==> src/rtl/lineDmaPkg.sv <==
package lineDmaPkg;
  typedef enum logic [2:0] {
    ST_IDLE,
    ST_WAIT,
    ST_PLO,
    ST_PHI,
    ST_STREAM,
    ST_DONE
  } fetchState_t;

  typedef struct packed {
    logic reloadBase;
    logic incAddr;
    logic takeLo;
    logic takeHi;
    logic clrIdx;
    logic write;
  } pathCtl_t;
endpackage

==> src/rtl/lineDmaCtrl.sv <==
module lineDmaCtrl
  import lineDmaPkg::*;
#(
  parameter int ROW_W    = 5,
  parameter int LAST_ROW = 23
) (
  input  logic             clk,
  input  logic             rstN,
  input  logic             sliceZero,
  input  logic             blank,
  input  logic             hsync,
  input  logic             vsync,
  input  logic [ROW_W-1:0] rowIdx,
  input  logic             busAck,
  input  logic             rowFull,
  output pathCtl_t         ctl,
  output logic             busReq
);
  fetchState_t state;
  logic started;
  logic lastSeen;
  logic accept;

  assign accept = (state == ST_IDLE) && sliceZero && !lastSeen;
  assign busReq = (state != ST_IDLE);

  always_comb begin
    ctl = '0;
    ctl.reloadBase = vsync;
    unique case (state)
      ST_PLO: begin
        ctl.takeLo  = 1'b1;
        ctl.incAddr = 1'b1;
      end
      ST_PHI: begin
        ctl.takeHi = 1'b1;
        ctl.clrIdx = 1'b1;
      end
      ST_STREAM: begin
        if (!blank && !rowFull) begin
          ctl.write   = 1'b1;
          ctl.incAddr = 1'b1;
        end
      end
      default: ;
    endcase
  end

  always_ff @(posedge clk) begin
    if (!rstN) begin
      state    <= ST_IDLE;
      started  <= 1'b0;
      lastSeen <= 1'b0;
    end else begin
      if (vsync) begin
        lastSeen <= 1'b0;
      end else if (accept && (rowIdx == ROW_W'(LAST_ROW))) begin
        lastSeen <= 1'b1;
      end
      unique case (state)
        ST_IDLE:   if (accept) state <= ST_WAIT;
        ST_WAIT:   if (busAck) state <= ST_PLO;
        ST_PLO:    state <= ST_PHI;
        ST_PHI: begin
          state   <= ST_STREAM;
          started <= 1'b0;
        end
        ST_STREAM: begin
          if (!blank) started <= 1'b1;
          if (blank && started) state <= ST_DONE;
        end
        ST_DONE:   if (hsync) state <= ST_IDLE;
        default:   state <= ST_IDLE;
      endcase
    end
  end
endmodule

==> src/rtl/lineDmaPath.sv <==
module lineDmaPath
  import lineDmaPkg::*;
#(
  parameter int          ADDR_W       = 16,
  parameter int          CODE_W       = 8,
  parameter int          CATTR_W      = 4,
  parameter int          NARROW_CHARS = 80,
  parameter int          WIDE_CHARS   = 132,
  parameter int          IDX_W        = 8,
  parameter logic [15:0] TEXT_BASE    = 16'h4000,
  parameter logic [15:0] ATTR_OFFSET  = 16'h1000
) (
  input  logic                       clk,
  input  logic                       rstN,
  input  pathCtl_t                   ctl,
  input  logic                       wide,
  input  logic [CODE_W-1:0]          memData,
  input  logic [CATTR_W-1:0]         attrData,
  output logic [ADDR_W-1:0]          memAddr,
  output logic [ADDR_W-1:0]          attrAddr,
  output logic                       bufWe,
  output logic [IDX_W-1:0]           bufIdx,
  output logic [CATTR_W+CODE_W-1:0]  bufData,
  output logic [3:0]                 lineAttr,
  output logic                       scrollRegion,
  output logic                       logicalBlank,
  output logic                       dblWidth,
  output logic                       dblHeight,
  output logic                       dblBottom,
  output logic                       rowFull
);
  localparam int OFFS_W = CODE_W + 4;

  logic [ADDR_W-1:0] dmaAddr;
  logic [CODE_W-1:0] ptrLo;
  logic [3:0]        attrNib;
  logic [IDX_W-1:0]  idx;
  logic [IDX_W-1:0]  rowCap;
  logic [OFFS_W-1:0] rowOffset;

  assign rowCap    = wide ? IDX_W'(WIDE_CHARS) : IDX_W'(NARROW_CHARS);
  assign rowFull   = (idx == rowCap);
  assign rowOffset = {memData[3:0], ptrLo};

  always_ff @(posedge clk) begin
    if (!rstN) begin
      dmaAddr <= ADDR_W'(TEXT_BASE);
      ptrLo   <= '0;
      attrNib <= '0;
      idx     <= '0;
    end else begin
      if (ctl.reloadBase) begin
        dmaAddr <= ADDR_W'(TEXT_BASE);
      end else if (ctl.takeHi) begin
        dmaAddr <= ADDR_W'(TEXT_BASE) + ADDR_W'(rowOffset);
      end else if (ctl.incAddr) begin
        dmaAddr <= dmaAddr + 1'b1;
      end
      if (ctl.takeLo) ptrLo <= memData;
      if (ctl.takeHi) attrNib <= memData[CODE_W-1 -: 4];
      if (ctl.clrIdx) begin
        idx <= '0;
      end else if (ctl.write) begin
        idx <= idx + 1'b1;
      end
    end
  end

  assign memAddr  = dmaAddr;
  assign attrAddr = dmaAddr + ADDR_W'(ATTR_OFFSET);
  assign bufWe    = ctl.write;
  assign bufIdx   = idx;
  assign bufData  = {attrData, memData};
  assign lineAttr = attrNib;

  assign scrollRegion = attrNib[3];
  assign logicalBlank = attrNib[2];
  assign dblWidth     = |attrNib[1:0];
  assign dblHeight    = attrNib[1];
  assign dblBottom    = &attrNib[1:0];
endmodule

==> src/rtl/lineDmaFetch.sv <==
module lineDmaFetch
  import lineDmaPkg::*;
#(
  parameter int          ADDR_W       = 16,
  parameter int          CODE_W       = 8,
  parameter int          CATTR_W      = 4,
  parameter int          ROW_W        = 5,
  parameter int          LAST_ROW     = 23,
  parameter int          NARROW_CHARS = 80,
  parameter int          WIDE_CHARS   = 132,
  parameter logic [15:0] TEXT_BASE    = 16'h4000,
  parameter logic [15:0] ATTR_OFFSET  = 16'h1000,
  localparam int         IDX_W        = $clog2(WIDE_CHARS + 1)
) (
  input  logic                      clk,
  input  logic                      rstN,
  input  logic                      sliceZero,
  input  logic                      blank,
  input  logic                      hsync,
  input  logic                      vsync,
  input  logic [ROW_W-1:0]          rowIdx,
  input  logic                      wide,
  input  logic                      busAck,
  output logic                      busReq,
  output logic [ADDR_W-1:0]         memAddr,
  output logic [ADDR_W-1:0]         attrAddr,
  input  logic [CODE_W-1:0]         memData,
  input  logic [CATTR_W-1:0]        attrData,
  output logic                      bufWe,
  output logic [IDX_W-1:0]          bufIdx,
  output logic [CATTR_W+CODE_W-1:0] bufData,
  output logic [3:0]                lineAttr,
  output logic                      scrollRegion,
  output logic                      logicalBlank,
  output logic                      dblWidth,
  output logic                      dblHeight,
  output logic                      dblBottom
);
  pathCtl_t ctl;
  logic     rowFull;

  lineDmaCtrl #(
    .ROW_W   (ROW_W),
    .LAST_ROW(LAST_ROW)
  ) uCtrl (
    .clk      (clk),
    .rstN     (rstN),
    .sliceZero(sliceZero),
    .blank    (blank),
    .hsync    (hsync),
    .vsync    (vsync),
    .rowIdx   (rowIdx),
    .busAck   (busAck),
    .rowFull  (rowFull),
    .ctl      (ctl),
    .busReq   (busReq)
  );

  lineDmaPath #(
    .ADDR_W      (ADDR_W),
    .CODE_W      (CODE_W),
    .CATTR_W     (CATTR_W),
    .NARROW_CHARS(NARROW_CHARS),
    .WIDE_CHARS  (WIDE_CHARS),
    .IDX_W       (IDX_W),
    .TEXT_BASE   (TEXT_BASE),
    .ATTR_OFFSET (ATTR_OFFSET)
  ) uPath (
    .clk         (clk),
    .rstN        (rstN),
    .ctl         (ctl),
    .wide        (wide),
    .memData     (memData),
    .attrData    (attrData),
    .memAddr     (memAddr),
    .attrAddr    (attrAddr),
    .bufWe       (bufWe),
    .bufIdx      (bufIdx),
    .bufData     (bufData),
    .lineAttr    (lineAttr),
    .scrollRegion(scrollRegion),
    .logicalBlank(logicalBlank),
    .dblWidth    (dblWidth),
    .dblHeight   (dblHeight),
    .dblBottom   (dblBottom),
    .rowFull     (rowFull)
  );
endmodule

==> config.mk <==
export PLATFORM = sky130hd
export DESIGN_NAME = lineDmaFetch
export DESIGN_NICKNAME = d
export VERILOG_FILES = /design/src/rtl/lineDmaPkg.sv /design/src/rtl/lineDmaCtrl.sv /design/src/rtl/lineDmaPath.sv /design/src/rtl/lineDmaFetch.sv
export SDC_FILE = /design/constraint.sdc
export NUM_CORES = 1
export LEC_CHECK = 0
export BUFFER_PORTS_ARGS = -buffer_cell sky130_fd_sc_hd__buf_2
export CELL_PAD_IN_SITES_DETAIL_PLACEMENT = 1
export CELL_PAD_IN_SITES_GLOBAL_PLACEMENT = 1
export CORE_ASPECT_RATIO = 0.5
export CORE_MARGIN = 1.5
export CORE_UTILIZATION = 32
export DETAILED_ROUTE_END_ITERATION = 7
export PLACE_DENSITY_LB_ADDON = 0.1
export SLEW_MARGIN = 20
export SYNTH_ARGS = -nofsm -noshare
export SYNTH_HDL_FRONTEND = slang
export SYNTH_SLANG_ARGS = --single-unit
==> constraint.sdc <==
create_clock -name clk -period 1.71 [get_ports clk]
set_input_delay 0.0855 -clock clk [delete_from_list [all_inputs] [get_ports clk]]
set_output_delay 0.0855 -clock clk [all_outputs]
set_load 0.01 [all_outputs]
Yosys cells after proc, flatten, opt, wreduce, memory -nomap -nowiden
Cells that the tools add are included.

Flip-flop bits (word level): 41. Input port bits: 25. Word-level logic and storage cells: 57.

Add/subtract/negate cells: 4. Equality and inequality tests: 12. Mux-type cells: 15. Bitwise operators: 1. Reduce and logical (&&, ||, !) cells: 18.

Operators by type and width (count): 2-to-1 mux 16 bit (2); case mux 3 bit (6 select lines) (1); adder 15 x 12 -> 16 bit, first input constant (1); adder 16 x 1 -> 16 bit, second input constant (1); adder 16 x 13 -> 16 bit, second input constant (1); 2-to-1 mux 3 bit (4); adder 8 x 1 -> 8 bit, second input constant (1); equality test 8 bit (1); 2-to-1 mux 8 bit (1); equality test 3 x 2 -> 1 bit, second input constant (2); equality test 3 bit, second input constant (2); inequality test 2 bit, second input constant (3); OR reduction 2 bit (3); equality test 5 bit, second input constant (1); logical AND 1 bit (5); 2-to-1 mux 1 bit (4); inequality test 2 x 1 -> 1 bit, second input constant (2); case mux 1 bit (2 select lines) (2); AND reduction 2 bit (2); AND reduction 4 bit (1); nonzero test 2 bit (2); equality test 3 x 1 -> 1 bit, second input constant (1); logical NOT 1 bit (3); logical NOT 3 bit (1); other kinds (3) (3).

Depth between registers and ports, before layout
Gate-level depths: netlist of run 1.

Depth after elaboration: 8. Depth in mapped cells: 8.

Modules after synthesis
From an unflattened synthesis of run 1, not the netlist that was laid out.

Cell total of the unflattened synthesis: 264. Area, all modules: 2297.2 µm².

Modules (own cells, without submodules): lineDmaPath (instances 1, cells each 218, area an instance 1948.1 µm²); lineDmaCtrl (instances 1, cells each 46, area an instance 349.1 µm²).

Worst setup path after synthesis of run 1
OpenSTA, ideal clock, no wires.

Path kind: register to register. Start: register uCtrl.state[0]. End: register uPath.dmaAddr[1] (netlist: uPath.memAddr[1]). Arrival time: 1.716 ns. Required time: 1.591 ns. Setup slack: -0.125 ns. Stages on the path, launching flop included: 7. Buffers on the path: 2. Clock period less this slack: 1.835 ns. Path through: dfxtp_1 > buf_6 > or4b_4 > buf_6 > a21oi_2 > nor2_1 > o221a_2.

Cells in the longest elaborated chain, start to end: 3. Elaborated cells between the ends (all ways): 7. Those cells by class: 3 x eq/ne; 3 x mux; 1 x reduce/logical.

Ends and longest elaborated chain: from (decl) (RTL line lineDmaCtrl.sv:19) `fetchState_t state;`; from (signal assigned) (RTL line lineDmaCtrl.sv:51) `state <= ST_IDLE;`; from (signal assigned) (RTL line lineDmaCtrl.sv:61) `ST_IDLE: if (accept) state <= ST_WAIT;`; from (signal assigned) (RTL line lineDmaCtrl.sv:62) `ST_WAIT: if (busAck) state <= ST_PLO;`; equality test 3 bit / equality test 3 x 2 -> 1 bit (equally long branches) (RTL line lineDmaCtrl.sv:30) `unique case (state)`; case mux 1 bit (2 select lines) / 2-to-1 mux 2 bit (equally long branches) (RTL line lineDmaCtrl.sv:30); nonzero test 2 bit (no source line) / 2-to-1 mux 16 bit (equally long branches); to (signal assigned) (RTL line lineDmaPath.sv:47) `dmaAddr <= ADDR_W'(TEXT_BASE);`; to (signal assigned) (RTL line lineDmaPath.sv:53) `dmaAddr <= ADDR_W'(TEXT_BASE);`; to (signal assigned) (RTL line lineDmaPath.sv:55) `dmaAddr <= ADDR_W'(TEXT_BASE) + ADDR_W'(rowOffset);`; to (decl) (RTL line lineDmaPath.sv:34) `logic [ADDR_W-1:0] dmaAddr;`.

Several ways; a longest one is shown, not always the timed one. A chain may end at the register's enable or synchronous reset.

Worst setup path after layout of run 1
Start: register uCtrl.state[1]. End: register uPath.dmaAddr[5] (netlist: uPath.memAddr[5]).

The elaborated chain is that of the path after synthesis.

==> results.py, run 1 <==
metrics = {
    "synthesis": {
        "syn_area_um2": 2350,
        "synth_area_leader_cell": "dfxtp_1",
        "synth.area.top_cells": "dfxtp_1 (35%), buf_4 (9.0%), nand2_1 (8.2%)",
        "synth_cell_type_count": 51,
        "ys_warn_count": 0,
        "avgSynthCellArea_um2": 8.26,
        "synth_edf_count": 0,
        "ys_seq_area_share_pct": 35.0,
        "synth_cells": 284,
        "yosys_register_bits": 41,
        "ys.flop_type": "dfxtp_1",
        "async_flop_share_pct": 0,
        "synth_fp_nets": 313,
        "synth_top_area_share_pct": 35.0,
    },
    "critical_path": {
        "critical-path-top-delay-family": "simple AND/OR/NAND/NOR gates",
        "slowest_delay_ns": 0.57,
        "endpoint_kind": "register",
        "worstPathCellList": "or4b_4 > and2_4 > a21oi_4 > buf_12 > nand2_2 > a32o_1",
        "crit_path_top_delay_cell": "or4b_4",
        "r2r_start": "uCtrl.state[1]$_SDFFE_PN0P_",
        "cp_data_arrival_time_ns": 1.94,
        "reg2reg_slack_ns": -0.05,
        "path_max_fanout": 20,
        "reg2reg_to": "uPath.memAddr[5]$_SDFFE_PP0P_",
        "critical_path_buf_inv_count": 1,
        "worst_setup_path_start_kind": "register",
        "crit_required_ns": 1.88,
        "r2r_cells": 6,
        "path_class": "reg2reg",
    },
    "finish": {
        "fin_area_um2": 3160,
        "final_common_cell": "buf_2",
        "drive_above_1_share_pct": 43.0,
        "layout_common_cells": "buf_2 (78), nand2_1 (50), buf_4 (38), dfxtp_1 (35), nor2_1 (15)",
        "diodes": 0,
        "n_fill_cell": 855,
        "instances_no_fill": 464,
        "regArea_um2": 828,
        "layout.nets": 400,
        "syn_to_final_growth_pct": 34.7,
        "multi_input_area_um2": 1340,
    },
    "clock_tree": {
        "postCtsHoldBufs": 0,
        "cts_buffers": 5,
        "clock_path_buffers": 2,
        "h-tree-depth": 2,
        "cts.sinks": 41,
        "cts.clk_slew.worst_paths_ns": 0.06,
        "cts_tree": "built",
        "cts.root.buffer_cell": "clkbuf_16",
        "clk_latency_ns": 0.28,
    },
    "global_route": {
        "groute.usage.overall_pct": 18.6,
        "met3_usage_pct": 4.08,
        "grt.overflow.total": 0,
        "grtUsageMet1_pct": 23.5,
        "grt_antenna_before_repair": 0,
        "grt_first_pass_wirelength_um": 11400,
        "grt_pass1_vias": 2341,
        "use_met2_pct": 32.3,
        "grt_max_degree": 21,
        "grt-busiest-layer": "met2",
    },
    "detailed_routing": {
        "routed_via_density": 4.98,
        "wl_um": 7040,
        "drt_pre_antenna_iters": 4,
        "drt_iter0_drc": 114,
        "wl_per_cell_um": 15.2,
        "drcViolationCount": 0,
        "postRouteAntennaNets": 0,
        "vias": 2310,
    },
    "hold_path": {
        "hp-class": "in2reg",
        "worstHoldEndpoint": "uPath.lineAttr[1]$_SDFFE_PN0P_",
        "worstHoldPathCells": 3,
        "min_from": "memData[5]",
    },
    "placement": {
        "place.gp.congestion": 0.773,
        "placedCellCount": 451,
        "io_buffers": 79,
        "dp_hpwl_um": 5220,
        "place_area_um2": 2870,
    },
    "run_status": {
        "violations": "setup timing",
        "outcome": "complete, but fails checks",
    },
    "timing": {
        "fin_skew_ns": 0.00357,
        "rsz0062_at_grt": "true",
        "min_period_ns": 1.76,
        "fin_hold_ws_ns": 0.0682,
        "setup_viol": 7,
        "max_slew_margin_pct": 64.2,
        "tns_ns": -0.177,
        "max_freq_mhz": 568,
        "period_share_pct": 103,
        "slew_violations": 0,
        "hold_viol": 0,
        "worst-slew-pin-transition_ns": 0.537,
        "setup_ws_ns": -0.0517,
    },
    "floorplan": {
        "core-area_um2": 6880,
        "die_w_um": 124,
        "row_count": 21,
        "initial_core_util_pct": 34.1,
        "die_h_um": 63.5,
        "pin_count": 88,
        "dieArea_um2": 7890,
    },
    "run": {
        "maxCapViolations": 0,
    },
    "power": {
        "vdd_drop_max_v": 0.000335,
        "p_leak_nw": 1.41,
        "pwr_density_cell_nw_per_um2": 678,
    },
}
worst max path at each step:
| stage | slack [ns] | to | start | cells past startpoint |
|---|---|---|---|---|
| global route | -0.1 | uPath.memAddr[4]$_SDFFE_PP0P_ | uCtrl.state[1]$_SDFFE_PN0P_ | 6 |
| global placement | -0.01 | uPath.memAddr[2]$_SDFFE_PP0P_ | uPath.bufIdx[0]$_SDFFE_PP0P_ | 8 |
| detailed placement | -0.07 | uPath.memAddr[2]$_SDFFE_PP0P_ | uPath.bufIdx[1]$_SDFFE_PP0P_ | 8 |
| finish | -0.05 | uPath.memAddr[5]$_SDFFE_PP0P_ | uCtrl.state[1]$_SDFFE_PN0P_ | 6 |
| floorplan | -0.05 | uPath.memAddr[5]$_SDFFE_PP0P_ | uCtrl.state[0]$_SDFFE_PN0P_ | 8 |
| CTS | -0.04 | uPath.memAddr[5]$_SDFFE_PP0P_ | uCtrl.state[1]$_SDFFE_PN0P_ | 6 |
power breakdown:
group / leakage, nW / switching [W] / internal [W]
clock network: 0.0706 / 0.000388 / 0.000537
logic: 1.00 / 0.000132 / 0.000104
registers: 0.334 / 0.0000107 / 0.000972
worst register-to-register path, delay by kind of cell, from the launching register on:
| kind | cells | cell delay (ns) |
|---|---|---|
| AND/OR/NAND/NOR | 3 | 0.81 |
| flip-flops | 1 | 0.32 |
| AO/OA/AOI/OAI | 2 | 0.35 |
| buffers and inverters | 1 | 0.17 |
per-layer routing:
metal	vias to the layer above	routed length, um
li1	1136	-
met1	1127	3340
met2	40	3370
met3	7	265
met4	0	54
met5	-	0
through the flow:
stage	worst slack (ns)	util [%]	total power, W
floorplan	-0.0528	-	0.00115
global placement	-0.0117	41.7	0.00123
detailed placement	-0.0680	41.7	0.00123
CTS	-0.0417	44.5	0.00216
global route	-0.0972	45.9	0.00224
finish	-0.0517	45.9	0.00214
state kept, by name (all words and copies together) (netlist names):
| register | flops |
|---|---|
| uPath.ptrLo | 8 |
| uPath.bufIdx | 8 |
| uCtrl.lastSeen | 1 |
| uCtrl.started | 1 |
| uPath.lineAttr | 4 |
| uPath.memAddr | 16 |
| uCtrl.state | 3 |
kinds of logic after synthesis:
kind of cell             count (synthesis)  synth area share (%)
AO/OA/AOI/OAI                           57                  17.3
multiplexers                             9                  4.48
flip-flops                              41                  35.0
adder cells (fa/ha/maj)                  4                  2.13
AND/OR/NAND/NOR                        119                  24.9
XOR/XNOR                                10                  3.73
buffers and inverters                   44                  12.5
area by class of cell:
type / count / share of cell area, %
Multi-Input combinational cell: 199 / 42.4
Clock inverter: 2 / 0.317
Sequential cell: 41 / 26.2
Inverter: 5 / 0.594
Clock buffer: 6 / 4.08
Timing Repair Buffer: 119 / 22.7
Tap cell: 92 / 3.64
Yosys cell counts (4+ instances only):
| cell | number |
|---|---|
| mux2i_1 | 6 |
| inv_1 | 5 |
| nand3_1 | 11 |
| ha_1 | 4 |
| a21boi_0 | 14 |
| clkbuf_1 | 7 |
| a211oi_1 | 8 |
| buf_4 | 28 |
| o21ai_0 | 12 |
| dfxtp_1 | 41 |
| a21oi_1 | 7 |
| nor3_1 | 7 |
| nor2_1 | 17 |
| nand2_1 | 51 |
| and2_1 | 5 |
| xnor2_1 | 7 |
timing repair:
action | 4_1_cts | 5_1_grt
pin swaps | 1 | 2
buffers inserted | 3 | 2
setup endpoints to repair | 11 | 17
resized for setup | 6 | 21
(Power assumes the default switching activity.)
==> inputs of run 2 (changes only) <==
CORE_UTILIZATION = 35   (was 32)
clock period = 1.79 ns   (was 1.71 ns; I/O delays follow)
==> run 2 against run 1 <==
The run still ends with setup timing left; first-iteration DRC count decreased by 18%; via count decreased by 1.3%; register-to-register slack improved by 0.04 ns; combinational power decreased by 8%; die area decreased by 8.3%; sequential share of layout area increased by 0.75 points; clock power increased by 15%; global-route usage increased by 1.3 points; power increased by 3.3%.
==> results.py, run 2 (synthesis results as in run 1) <==
metrics = {
    "timing": {
        "setup_ws_ns": -0.0132,
        "max_freq_mhz": 555,
        "min_period_ns": 1.80,
        "rsz0062_at_grt": "true",
        "fin_hold_ws_ns": 0.0610,
        "fin_skew_ns": 0.00460,
        "setup_viol": 2,
        "worst-slew-pin-transition_ns": 0.509,
        "hold_viol": 0,
        "tns_ns": -0.0236,
        "slew_violations": 0,
        "max_slew_margin_pct": 66.1,
        "period_share_pct": 101,
    },
    "power": {
        "swShare_pct": 23.9,
        "p_clk_share_pct": 47.8,
        "p_leak_nw": 1.37,
        "power_frac_seq_pct": 42.4,
        "p_int_w": 0.00168,
        "p_comb_share_pct": 9.9,
        "vdd_drop_max_v": 0.000299,
        "switching_power_w": 0.000529,
        "pwr_density_cell_nw_per_um2": 726,
    },
    "placement": {
        "place_area_um2": 2810,
        "place.gp.congestion": 0.822,
        "place_ws_ns": -0.0263,
        "dp_hpwl_um": 5190,
        "io_buffers": 79,
    },
    "floorplan": {
        "pin_count": 88,
        "die_h_um": 60.9,
        "row_count": 20,
        "dieArea_um2": 7230,
        "die_w_um": 119,
        "initial_core_util_pct": 37.5,
        "core-area_um2": 6260,
    },
    "detailed_routing": {
        "postRouteAntennaNets": 0,
        "drt_iter0_drc": 94,
        "drt_pre_antenna_iters": 4,
        "wl_um": 6920,
        "drcViolationCount": 0,
        "wl_per_cell_um": 15.4,
        "routed_via_density": 5.08,
        "vias": 2281,
    },
    "clock_tree": {
        "postCtsHoldBufs": 0,
        "h-tree-depth": 2,
        "cts_tree": "built",
        "clock_path_buffers": 2,
        "cts.root.buffer_cell": "clkbuf_16",
        "clk_latency_ns": 0.29,
        "cts.clk_slew.worst_paths_ns": 0.06,
        "cts_buffers": 5,
        "cts.sinks": 41,
    },
    "run_status": {
        "violations": "setup timing",
        "outcome": "complete, but fails checks",
    },
    "global_route": {
        "grt.overflow.total": 0,
        "grt_pass1_vias": 2233,
        "grt_first_pass_wirelength_um": 11200,
        "groute.usage.overall_pct": 19.9,
        "grt_max_degree": 22,
        "grt_antenna_before_repair": 0,
    },
    "critical_path": {
        "endpoint": "bufWe",
        "reg2reg_slack_ns": -0.01,
        "crit_required_ns": 1.70,
        "cp_data_arrival_time_ns": 1.71,
        "path_max_fanout": 7,
        "r2r_cells": 6,
        "r2r_start": "uCtrl.state[1]$_SDFFE_PN0P_",
        "path_class": "reg2out",
        "endpoint_kind": "output pin",
        "reg2reg_to": "uPath.bufIdx[1]$_SDFFE_PP0P_",
        "startpoint": "uCtrl.state[1]$_SDFFE_PN0P_",
        "worst_setup_path_start_kind": "register",
    },
    "finish": {
        "diodes": 0,
        "largest_reg_flops": 16,
        "n_fill_cell": 777,
        "layout.nets": 389,
        "drive_above_1_share_pct": 38.0,
        "fin_area_um2": 3050,
        "layout_common_cells": "buf_2 (79), nand2_1 (51), dfxtp_1 (40), buf_4 (27), nor2_1 (17)",
        "final_common_cell": "buf_2",
        "syn_to_final_growth_pct": 30.0,
    },
    "hold_path": {
        "hp-class": "in2reg",
        "min_from": "memData[5]",
    },
    "run": {
        "maxCapViolations": 0,
    },
}
[run 2: cell types whose count changed in the layout (fill, tap and decap cells not counted), sizes merged]
cell	before	now
clkbuf	6	5
buf	119	108
clkinvlp	0	1
clkinv	2	1
bufinv	0	1
[run 2: how the worst min path moves through the flow]
stage / cells after the start / end / slack [ns]
after global placement: 0 / bufData[11] / 0.18
after global routing: 3 / uPath.lineAttr[2]$_SDFFE_PN0P_ / 0.07
after CTS: 3 / uPath.ptrLo[5]$_SDFFE_PN0N_ / 0.06
final: 3 / uPath.ptrLo[5]$_SDFFE_PN0N_ / 0.06
after detailed placement: 0 / bufData[11] / 0.18
after floorplan: 2 / uPath.lineAttr[3]$_SDFFE_PN0P_ / 0.23
[run 2: layer usage]
metal	track usage, %	vias up	part of all wire (%)
li1	-	1114	-
met1	25.3	1104	48
met2	35.4	53	47
met3	4.79	10	4.0
met4	4.82	0	1.1
met5	0	-	0
[run 2: area by class of cell]
type	count	area (um2)	share of cell area, %
clock buffers	5	125	4.10
clock inverters	3	46.3	1.52
inverters	5	18.8	0.616
multi-input cells	199	1290	42.3
flip-flops and latches	41	822	27.0
well taps	88	110	3.61
repair buffers	108	638	20.9
[run 2: metrics by stage]
| step | utilization, % | cells | total power (W) |
|---|---|---|---|
| 6_report | 48.7 | 449 | 0.00221 |
| 5_1_grt | 48.7 | 449 | 0.00230 |
| 4_1_cts | 47.9 | 447 | 0.00223 |
| 3_5_place_dp | 44.9 | 438 | 0.00117 |
| 3_3_place_gp | 44.9 | 438 | 0.00116 |
| 2_1_floorplan | - | 284 | 0.00110 |
[run 2: power groups by stage]
stage                     sequential (W)  clock [W]  combinational [W]
after floorplan                 0.000961          0           0.000141
after global placement          0.000958          0           0.000207
after detailed placement        0.000958          0           0.000213
after CTS                       0.000938    0.00108           0.000214
after global routing            0.000940    0.00112           0.000242
final                           0.000938    0.00106           0.000218
[run 2: repair_timing]
action,CTS,global route
setup buffers,1,2
endpoints found under the setup margin,4,17
gates resized for setup,1,10
pin swaps,1,1
[run 2: critical path: stages, from the launching register on]
cell,delay (ns)
dfxtp_2,0.32
or4b_4,0.57
buf_12,0.16
a21oi_4,0.19
buf_2,0.17
==> inputs of run 3 (changes only) <==
CORE_UTILIZATION = 36   (was 35)
CTS_BUF_LIST = sky130_fd_sc_hd__clkbuf_8   (was unset)
==> run 3 against run 2 <==
Non-clock buffer count is 2 higher; cell count is 0.22% higher; register-to-register slack better by 0.03 ns; the run now ends clean; die area is 2.7% lower; critical endpoint is now uPath.memAddr[4]$_SDFFE_PP0P_; global-route usage is 0.41 points higher; power is 20% lower; critical path depth is 2 higher; sequential share of layout area is 0.96 points higher; critical path type is now reg2reg; routed wire length is 2.4% lower.
==> results.py, run 3 (synthesis results as in run 1) <==
metrics = {
    "global_route": {
        "grt.overflow.total": 0,
        "grt_max_degree": 23,
        "grt_antenna_before_repair": 0,
        "grt_pass1_vias": 2141,
        "grt_first_pass_wirelength_um": 10800,
        "groute.usage.overall_pct": 20.3,
    },
    "power": {
        "pwr_density_cell_nw_per_um2": 604,
        "vdd_drop_max_v": 0.000246,
        "p_int_w": 0.00132,
        "swShare_pct": 25.5,
        "p_clk_share_pct": 34.9,
        "power.total_w": 0.00178,
        "switching_power_w": 0.000454,
        "power_frac_seq_pct": 52.6,
        "p_comb_share_pct": 12.4,
        "p_leak_nw": 1.32,
    },
    "floorplan": {
        "core-area_um2": 6180,
        "pin_count": 88,
        "initial_core_util_pct": 38.0,
        "dieArea_um2": 7040,
        "die_h_um": 60.1,
        "row_count": 20,
        "die_w_um": 117,
    },
    "finish": {
        "regArea_um2": 822,
        "diodes": 0,
        "multi_input_area_um2": 1270,
        "layout.nets": 391,
        "layout_common_cells": "buf_2 (79), nand2_1 (51), dfxtp_1 (40), buf_4 (30), nor2_1 (17)",
        "n_fill_cell": 780,
        "fin_area_um2": 2940,
        "syn_to_final_growth_pct": 25.5,
        "largest_reg_flops": 16,
        "final_common_cell": "buf_2",
        "drive_above_1_share_pct": 37.0,
        "instances_no_fill": 450,
    },
    "critical_path": {
        "startpoint": "uCtrl.state[1]$_SDFFE_PN0P_",
        "slowest_delay_ns": 0.57,
        "path_class": "reg2reg",
        "crit_required_ns": 2.01,
        "path_max_fanout": 19,
        "worstPathCellList": "or4b_4 > and2_4 > a21oi_4 > buf_12 > a21oi_1 > a211oi_2",
        "cp_data_arrival_time_ns": 1.99,
        "worst_setup_path_start_kind": "register",
        "endpoint_kind": "register",
        "crit_path_top_delay_cell": "or4b_4",
        "r2r_start": "uCtrl.state[1]$_SDFFE_PN0P_",
    },
    "detailed_routing": {
        "drcViolationCount": 0,
        "drt_pre_antenna_iters": 4,
        "wl_per_cell_um": 15.0,
        "drt_iter0_drc": 60,
        "postRouteAntennaNets": 0,
        "routed_via_density": 5.06,
        "wl_um": 6760,
        "vias": 2277,
    },
    "timing": {
        "setup_ws_ns": 0.0175,
        "max_freq_mhz": 564,
        "setup_viol": 0,
        "period_share_pct": 99.0,
        "fin_hold_ws_ns": 0.0452,
        "min_period_ns": 1.77,
        "rsz0062_at_grt": "true",
        "max_slew_margin_pct": 66.1,
        "slew_violations": 0,
        "hold_viol": 0,
        "fin_skew_ns": 0.00742,
        "worst-slew-pin-transition_ns": 0.508,
    },
    "placement": {
        "place_area_um2": 2810,
        "placedCellCount": 439,
        "dp_hpwl_um": 5140,
        "io_buffers": 79,
        "place_ws_ns": -0.0231,
        "place.gp.congestion": 0.812,
    },
    "clock_tree": {
        "postCtsHoldBufs": 0,
        "cts.root.buffer_cell": "clkbuf_8",
        "cts.sinks": 41,
        "h-tree-depth": 2,
        "cts.clk_slew.worst_paths_ns": 0.08,
        "clk_latency_ns": 0.30,
        "cts_buffers": 5,
        "clock_path_buffers": 2,
        "cts_tree": "built",
    },
    "hold_path": {
        "hp-class": "in2reg",
        "min_from": "memData[7]",
    },
    "run_status": {
        "outcome": "finished clean",
    },
    "run": {
        "maxCapViolations": 0,
    },
}
## run 3: cell types whose count changed in the layout (fill, tap and decap cells not counted), sizes merged
cell / before / now
bufinv: 1 / 0
buf: 108 / 110
clkbuf: 5 / 6
inv: 5 / 6
clkinv: 1 / 0
clkinvlp: 1 / 0
## run 3: worst paths after layout
check                              endpoint  slack [ns]  cells past startpoint
max           uPath.memAddr[4]$_SDFFE_PP0P_        0.02                      6
max reg2reg   uPath.memAddr[4]$_SDFFE_PP0P_        0.02                      6
min          uPath.lineAttr[3]$_SDFFE_PN0P_        0.05                      3
min reg2reg     uCtrl.lastSeen$_SDFFE_PP0P_        0.46                      1
## run 3: critical path: cells and delay by family (launching register included)
kind	cells	cell delay, ns
AOI/OAI and AO/OA	3	0.45
buffers and inverters	1	0.17
and+or+nand+nor	2	0.75
DFF	1	0.32
## run 3: what timing repair did
item | in CTS | in global routing
pin swaps | 2 | 0
gates resized for setup | 2 | 5
endpoints found under the setup margin | 4 | 10
buffers inserted | 2 | 2
gates cloned | 0 | 0
## run 3: cell type report
type | count | share of cell area [%]
Inverter | 5 | 0.637
Tap cell | 88 | 3.74
Timing Repair Buffer | 110 | 21.8
Sequential cell | 41 | 27.9
Clock buffer | 6 | 2.80
Multi-Input combinational cell | 199 | 43.0
Clock inverter | 1 | 0.127
## run 3: layer usage
| layer | global-route usage (%) | up-vias | share of wire, % |
|---|---|---|---|
| met3 | 4.87 | 14 | 4.4 |
| li1 | - | 1118 | - |
| met2 | 32.7 | 57 | 44 |
| met5 | 0 | - | 0 |
| met1 | 26.8 | 1088 | 50 |
| met4 | 7.40 | 0 | 1.9 |
## run 3: through the flow
stage / utilization (%) / TNS [ns]
finish: 47.6 / 0
detailed placement: 45.4 / -0.0297
global route: 47.6 / -0.322
CTS: 47.2 / 0
floorplan: - / 0
global placement: 45.4 / 0
## run 3: power by group through the flow
stage	Combinational (W)	Clock [W]	Sequential [W]
6_report	0.000221	0.000622	0.000937
5_1_grt	0.000247	0.000685	0.000939
4_1_cts	0.000218	0.000649	0.000937
3_5_place_dp	0.000216	0	0.000958
3_3_place_gp	0.000209	0	0.000957
2_1_floorplan	0.000141	0	0.000961
